===== src/rtl/dma_irq_pkg.sv =====
package dma_irq_pkg;

    localparam int NUM_FLAGS = 4;
    localparam int IEN_W     = 3;
    localparam int SEL_W     = 4;

    // flag indices inside the flag vector
    localparam int FLG_ABORT = 0;
    localparam int FLG_DONE  = 1;
    localparam int FLG_WFULL = 2;
    localparam int FLG_WHALF = 3;

    // bit positions inside the status word
    localparam int POS_ABORT = 0;
    localparam int POS_DONE  = 1;
    localparam int POS_WFULL = 8;
    localparam int POS_WHALF = 10;
    localparam int POS_PIN   = 31;

    // enable and select bit positions
    localparam int IEN_ABORT = 0;
    localparam int IEN_DONE  = 1;
    localparam int IEN_WRAP  = 2;
    localparam int SEL_FULL  = 0;
    localparam int SEL_HALF  = 2;

    typedef enum logic [1:0] {
        TGT_ENABLE = 2'd0,
        TGT_SELECT = 2'd1,
        TGT_STATUS = 2'd2,
        TGT_NONE   = 2'd3
    } wr_target_e;

    typedef struct packed {
        logic [IEN_W-1:0] ien;
        logic [SEL_W-1:0] sel;
    } cfg_t;

    function automatic int flag_pos(input int idx);
        case (idx)
            FLG_ABORT: return POS_ABORT;
            FLG_DONE:  return POS_DONE;
            FLG_WFULL: return POS_WFULL;
            default:   return POS_WHALF;
        endcase
    endfunction

endpackage


===== src/rtl/dma_irq_cfg.sv =====
module dma_irq_cfg
    import dma_irq_pkg::*;
#(
    parameter int DATA_W = 32
) (
    input  logic              clk,
    input  logic              rst_n,
    input  logic              wr_ien,
    input  logic              wr_sel,
    input  logic [DATA_W-1:0] wr_data,
    output cfg_t              cfg_o
);

    cfg_t cfg_d, cfg_q;

    always_comb begin
        cfg_d = cfg_q;
        if (wr_ien) begin
            cfg_d.ien = wr_data[IEN_W-1:0];
        end
        if (wr_sel) begin
            cfg_d.sel = wr_data[SEL_W-1:0];
        end
    end

    always_ff @(posedge clk or negedge rst_n) begin
        if (!rst_n) begin
            cfg_q <= '0;
        end else begin
            cfg_q <= cfg_d;
        end
    end

    assign cfg_o = cfg_q;

endmodule


===== src/rtl/dma_irq_flags.sv =====
module dma_irq_flags #(
    parameter int N = 4
) (
    input  logic         clk,
    input  logic         rst_n,
    input  logic [N-1:0] set_i,
    input  logic [N-1:0] clr_i,
    output logic [N-1:0] flags_o
);

    logic [N-1:0] flags_d, flags_q;

    // a set in the same cycle as a clear wins
    for (genvar i = 0; i < N; i++) begin : g_flag
        always_comb begin
            flags_d[i] = set_i[i] | (flags_q[i] & ~clr_i[i]);
        end
    end

    always_ff @(posedge clk or negedge rst_n) begin
        if (!rst_n) begin
            flags_q <= '0;
        end else begin
            flags_q <= flags_d;
        end
    end

    assign flags_o = flags_q;

endmodule


===== src/rtl/dma_irq_combine.sv =====
module dma_irq_combine
    import dma_irq_pkg::*;
#(
    parameter int DATA_W = 32
) (
    input  logic [NUM_FLAGS-1:0] flags_i,
    input  cfg_t                 cfg_i,
    output logic                 irq_o,
    output logic [DATA_W-1:0]    status_o
);

    logic wrap_hit;
    logic line;

    always_comb begin
        wrap_hit = (flags_i[FLG_WFULL] & cfg_i.sel[SEL_FULL])
                 | (flags_i[FLG_WHALF] & cfg_i.sel[SEL_HALF]);
        line     = (flags_i[FLG_ABORT] & cfg_i.ien[IEN_ABORT])
                 | (flags_i[FLG_DONE]  & cfg_i.ien[IEN_DONE])
                 | (wrap_hit           & cfg_i.ien[IEN_WRAP]);
    end

    always_comb begin
        status_o = '0;
        for (int i = 0; i < NUM_FLAGS; i++) begin
            status_o[flag_pos(i)] = flags_i[i];
        end
        status_o[POS_PIN] = line;
    end

    assign irq_o = line;

endmodule


===== src/rtl/dma_irq_status.sv =====
module dma_irq_status
    import dma_irq_pkg::*;
#(
    parameter int DATA_W = 32,
    parameter int ADDR_W = 2
) (
    input  logic              clk,
    input  logic              rst_n,
    input  logic              ev_abort,
    input  logic              ev_done,
    input  logic              ev_wrap_full,
    input  logic              ev_wrap_half,
    input  logic              wrap_mode,
    input  logic              wr_en,
    input  logic [ADDR_W-1:0] wr_addr,
    input  logic [DATA_W-1:0] wr_data,
    output logic [IEN_W-1:0]  ien_o,
    output logic [SEL_W-1:0]  wsel_o,
    output logic [DATA_W-1:0] status_o,
    output logic              irq_o
);

    logic                 wr_ien, wr_sel, wr_stat;
    logic [NUM_FLAGS-1:0] set_v, clr_v, flags;
    cfg_t                 cfg;

    always_comb begin
        wr_ien  = wr_en && (wr_addr == ADDR_W'(TGT_ENABLE));
        wr_sel  = wr_en && (wr_addr == ADDR_W'(TGT_SELECT));
        wr_stat = wr_en && (wr_addr == ADDR_W'(TGT_STATUS));
    end

    always_comb begin
        set_v            = '0;
        set_v[FLG_ABORT] = ev_abort;
        set_v[FLG_DONE]  = ev_done;
        set_v[FLG_WFULL] = ev_wrap_full & wrap_mode;
        set_v[FLG_WHALF] = ev_wrap_half & wrap_mode;
        for (int i = 0; i < NUM_FLAGS; i++) begin
            clr_v[i] = wr_stat & wr_data[flag_pos(i)];
        end
    end

    dma_irq_cfg #(.DATA_W(DATA_W)) u_cfg (
        .clk     (clk),
        .rst_n   (rst_n),
        .wr_ien  (wr_ien),
        .wr_sel  (wr_sel),
        .wr_data (wr_data),
        .cfg_o   (cfg)
    );

    dma_irq_flags #(.N(NUM_FLAGS)) u_flags (
        .clk     (clk),
        .rst_n   (rst_n),
        .set_i   (set_v),
        .clr_i   (clr_v),
        .flags_o (flags)
    );

    dma_irq_combine #(.DATA_W(DATA_W)) u_comb (
        .flags_i  (flags),
        .cfg_i    (cfg),
        .irq_o    (irq_o),
        .status_o (status_o)
    );

    assign ien_o  = cfg.ien;
    assign wsel_o = cfg.sel;

endmodule


===== config.mk =====
export PLATFORM = sky130hd
export DESIGN_NAME = dma_irq_status
export DESIGN_NICKNAME = d
export VERILOG_FILES = /design/src/rtl/dma_irq_pkg.sv /design/src/rtl/dma_irq_cfg.sv /design/src/rtl/dma_irq_flags.sv /design/src/rtl/dma_irq_combine.sv /design/src/rtl/dma_irq_status.sv
export SDC_FILE = /design/constraint.sdc
export NUM_CORES = 1
export LEC_CHECK = 0
export BUFFER_PORTS_ARGS = -buffer_cell sky130_fd_sc_hd__buf_2
export CORE_MARGIN = 2
export CORE_UTILIZATION = 32
export CTS_BUF_LIST = sky130_fd_sc_hd__clkbuf_8 sky130_fd_sc_hd__clkbuf_16
export DETAILED_ROUTE_END_ITERATION = 16
export PLACE_DENSITY = 0.78
export SYNTH_ARGS = -nofsm -noshare
export SYNTH_HDL_FRONTEND = slang
export SYNTH_SLANG_ARGS = --single-unit

===== constraint.sdc =====
create_clock -name clk -period 1.1 [get_ports clk]
set_clock_uncertainty 0.1 [all_clocks]
set_input_delay 0.055 -clock clk [delete_from_list [all_inputs] [get_ports clk]]
set_output_delay 0.055 -clock clk [all_outputs]
set_load 0.03 [all_outputs]

==> results.yml <==
drt:
  wl_per_cell_microns: 10.9
  viasPerCell: 4.03
  detail-route-antenna-nets: 0
  vias: 520
  drt_iter0_markers: 4
  first_pass_iters: 4
  drc: 0
  wl_microns: 1400
synthesis:
  synth_top_family_by_area: "buffers and inverters"
  syn_inst: 61
  yosys.area_share.simple: 0.0894
  synth-edff-count: 0
  synth_top_area_cell: "dfrtp_1"
  synthXorXnorAreaFrac: 0
  yosys-top-cells-area: "dfrtp_1, buf_4, mux2_2"
  yosysMostFrequentCell: "buf_4"
  synth_compound_area_frac: 0.0766
  ys.flop_type: "dfrtp_1"
  netlist.area_leader.share: 0.401
  muxShareOfSynthArea: 0.115
  ys_warn_count: 0
  synth_adder_area_share: 0
  synth.cell_area_sq_um: 686
  yosysUniqueCellTypes: 12
  async_reset_ff_frac: 1.00
  synth.top_cells.by_count: "buf_4, dfrtp_1, mux2_2"
  seq_area_frac_synth: 0.401
  ys_seq_elements: 11
  avgSynthCellArea_sq_um: 11.2
timing:
  max_freq_ghz: 0.788
  maxSlewViolCount: 0
  hold_violations: 0
  setup_ws_ns: -0.168
  finalWorstPathRequiredPeriod_ns: 1.27
  finalSetupViolCount: 2
  rsz0062_at_grt: "true"
  fin_crit_sh: 1.15
pwr:
  powerDensity_nw_per_um2: 1570
  peakVddDrop_mv: 0.658
  total_power_w: 0.00149
  cellLeakagePower_nw: 0.461
global_route:
  grt_max_degree: 12
  grt_remaining_overflow: 0
  grt_use_total: 0.107
  grt_pass1_wl_microns: 2020
  grt_pass1_vias: 460
  antenna_found_initial: 0
layout:
  final_util: 0.478
  final_area_sq_um: 947
  drive_above_1_share: 0.480
  fillers: 189
  layout.cells.non_filler: 129
  area_growth_syn_to_layout_pct: 38.1
  antennaDiodeCount: 0
  nNetsFinal: 145
worst_setup_path:
  start_kind: "flip-flop"
  end_kind: "primary output"
  required_ns: 0.94
  worstSetupPathType: "flip-flop to primary output"
  worst-path-max-fanout: 3
  worstRegToRegCells: 2
  cp.arrival_ns: 1.11
  r2r_slack_ns: 0.15
floorplanning:
  die_w_microns: 50.3
  die-area_sq_um: 2530
  floorplan.initialDensity: 0.346
  std_cell_rows: 16
  core_sq_um: 1980
  io_pins: 82
  die_h_microns: 50.3
status:
  violations: "setup timing"
  status: "finished, violations left"
placement:
  numPortBuffers: 28
  pre_cts_slack_ns: 0.0323
  routabilityCongestion: 0.750
  dpl.hpwl_microns: 1070
  dpl_cell_area_sq_um: 776
  dp_cells: 114
clock_tree:
  cts.sinks: 11
  numCtsBuffers: 3
  clock_latency_ns: 0.23
  cts_tree: "yes"
  clockBufferDepth: 2
  path_clk_slew_ns: 0.05
  cts_root_buf: "clkbuf_8"
  htreeDepth: 1
min_path:
  hold_depth: 3
  hp-class: "primary input to flip-flop"
run:
  maxCapViolations: 0
[cells in the final DEF (no fill, tap or decap)]
| cell type | instances |
|---|---|
| dfrtp_2 | 6 |
| buf_4 | 1 |
| conb_1 | 27 |
| buf_6 | 3 |
| buf_2 | 25 |
| inv_1 | 2 |
| mux2_2 | 7 |
| a22oi_2 | 2 |
| dlygate4sd3_1 | 10 |
| o21ai_4 | 1 |
| a22o_1 | 2 |
| clkbuf_8 | 3 |
| a21o_1 | 2 |
| dfrtp_1 | 5 |
| nand3b_1 | 1 |
| nand4b_1 | 4 |
| nor3b_4 | 1 |
[through the flow]
stage | setup TNS (ns) | hold slack [ns]
after detailed placement | 0 | -0.161
final | -0.336 | 0.0555
after global routing | -0.409 | 0.0520
after CTS | -0.347 | 0.0530
after floorplan | -0.0883 | -0.341
after global placement | 0 | -0.170
[final cells by class]
cell class	count	area (sq um)	share of cell area
Inverter	1	3.75	0.00396
Tap cell	27	33.8	0.0357
Clock inverter	1	3.75	0.00396
Clock buffer	3	41.3	0.0436
Multi-Input combinational cell	47	315	0.333
Sequential cell	11	283	0.299
Timing Repair Buffer	39	267	0.281
[worst max-delay path, stage by stage (launching register included)]
cell	delay [ns]
dfrtp_2	0.41
a22oi_2	0.25
o21ai_4	0.08
buf_6	0.14
[report_power, final]
part	switching, W	internal [W]
sequential	0.0000442	0.000470
combinational	0.000388	0.000197
clock	0.000145	0.000244
[path summary, 6_finish.rpt]
path | start | to
max | u_cfg.cfg_o[0] | status_o[31]
max reg2reg | u_flags.flags_o[2] | u_flags.flags_o[2]
min reg2reg | u_cfg.cfg_o[3] | u_cfg.cfg_o[3]
max in group asynchronous | rst_n | u_cfg.cfg_o[0]
min | wr_data[10] | u_flags.flags_o[3]
min in group asynchronous | rst_n | u_cfg.cfg_o[4]
[what timing repair did]
action	in CTS	in global routing
pin swaps	2	2
hold buffers	10	0
gates resized for setup	4	3
setup endpoints to repair	2	3
endpoints found under the hold margin	21	0
buffers inserted	1	0
[logic make-up after synthesis]
group,Yosys count
buf+inv,29
flops,11
compound gates,7
mux,7
simple gates,6
other cells,1
[routing by layer]
metal / share of wire / wire, microns / up-vias / GRT usage
met4: 0.0064 / 9 / 0 / 0.0405
met2: 0.51 / 708 / 38 / 0.184
met3: 0.10 / 142 / 2 / 0.0446
met5: 0 / 0 / - / 0
met1: 0.39 / 539 / 241 / 0.118
li1: - / - / 239 / -
[state kept, by name, indices dropped and copies added (netlist names)]
register,cells
u_cfg.cfg_o,7
u_flags.flags_o,4
(Power assumes the default switching activity.)
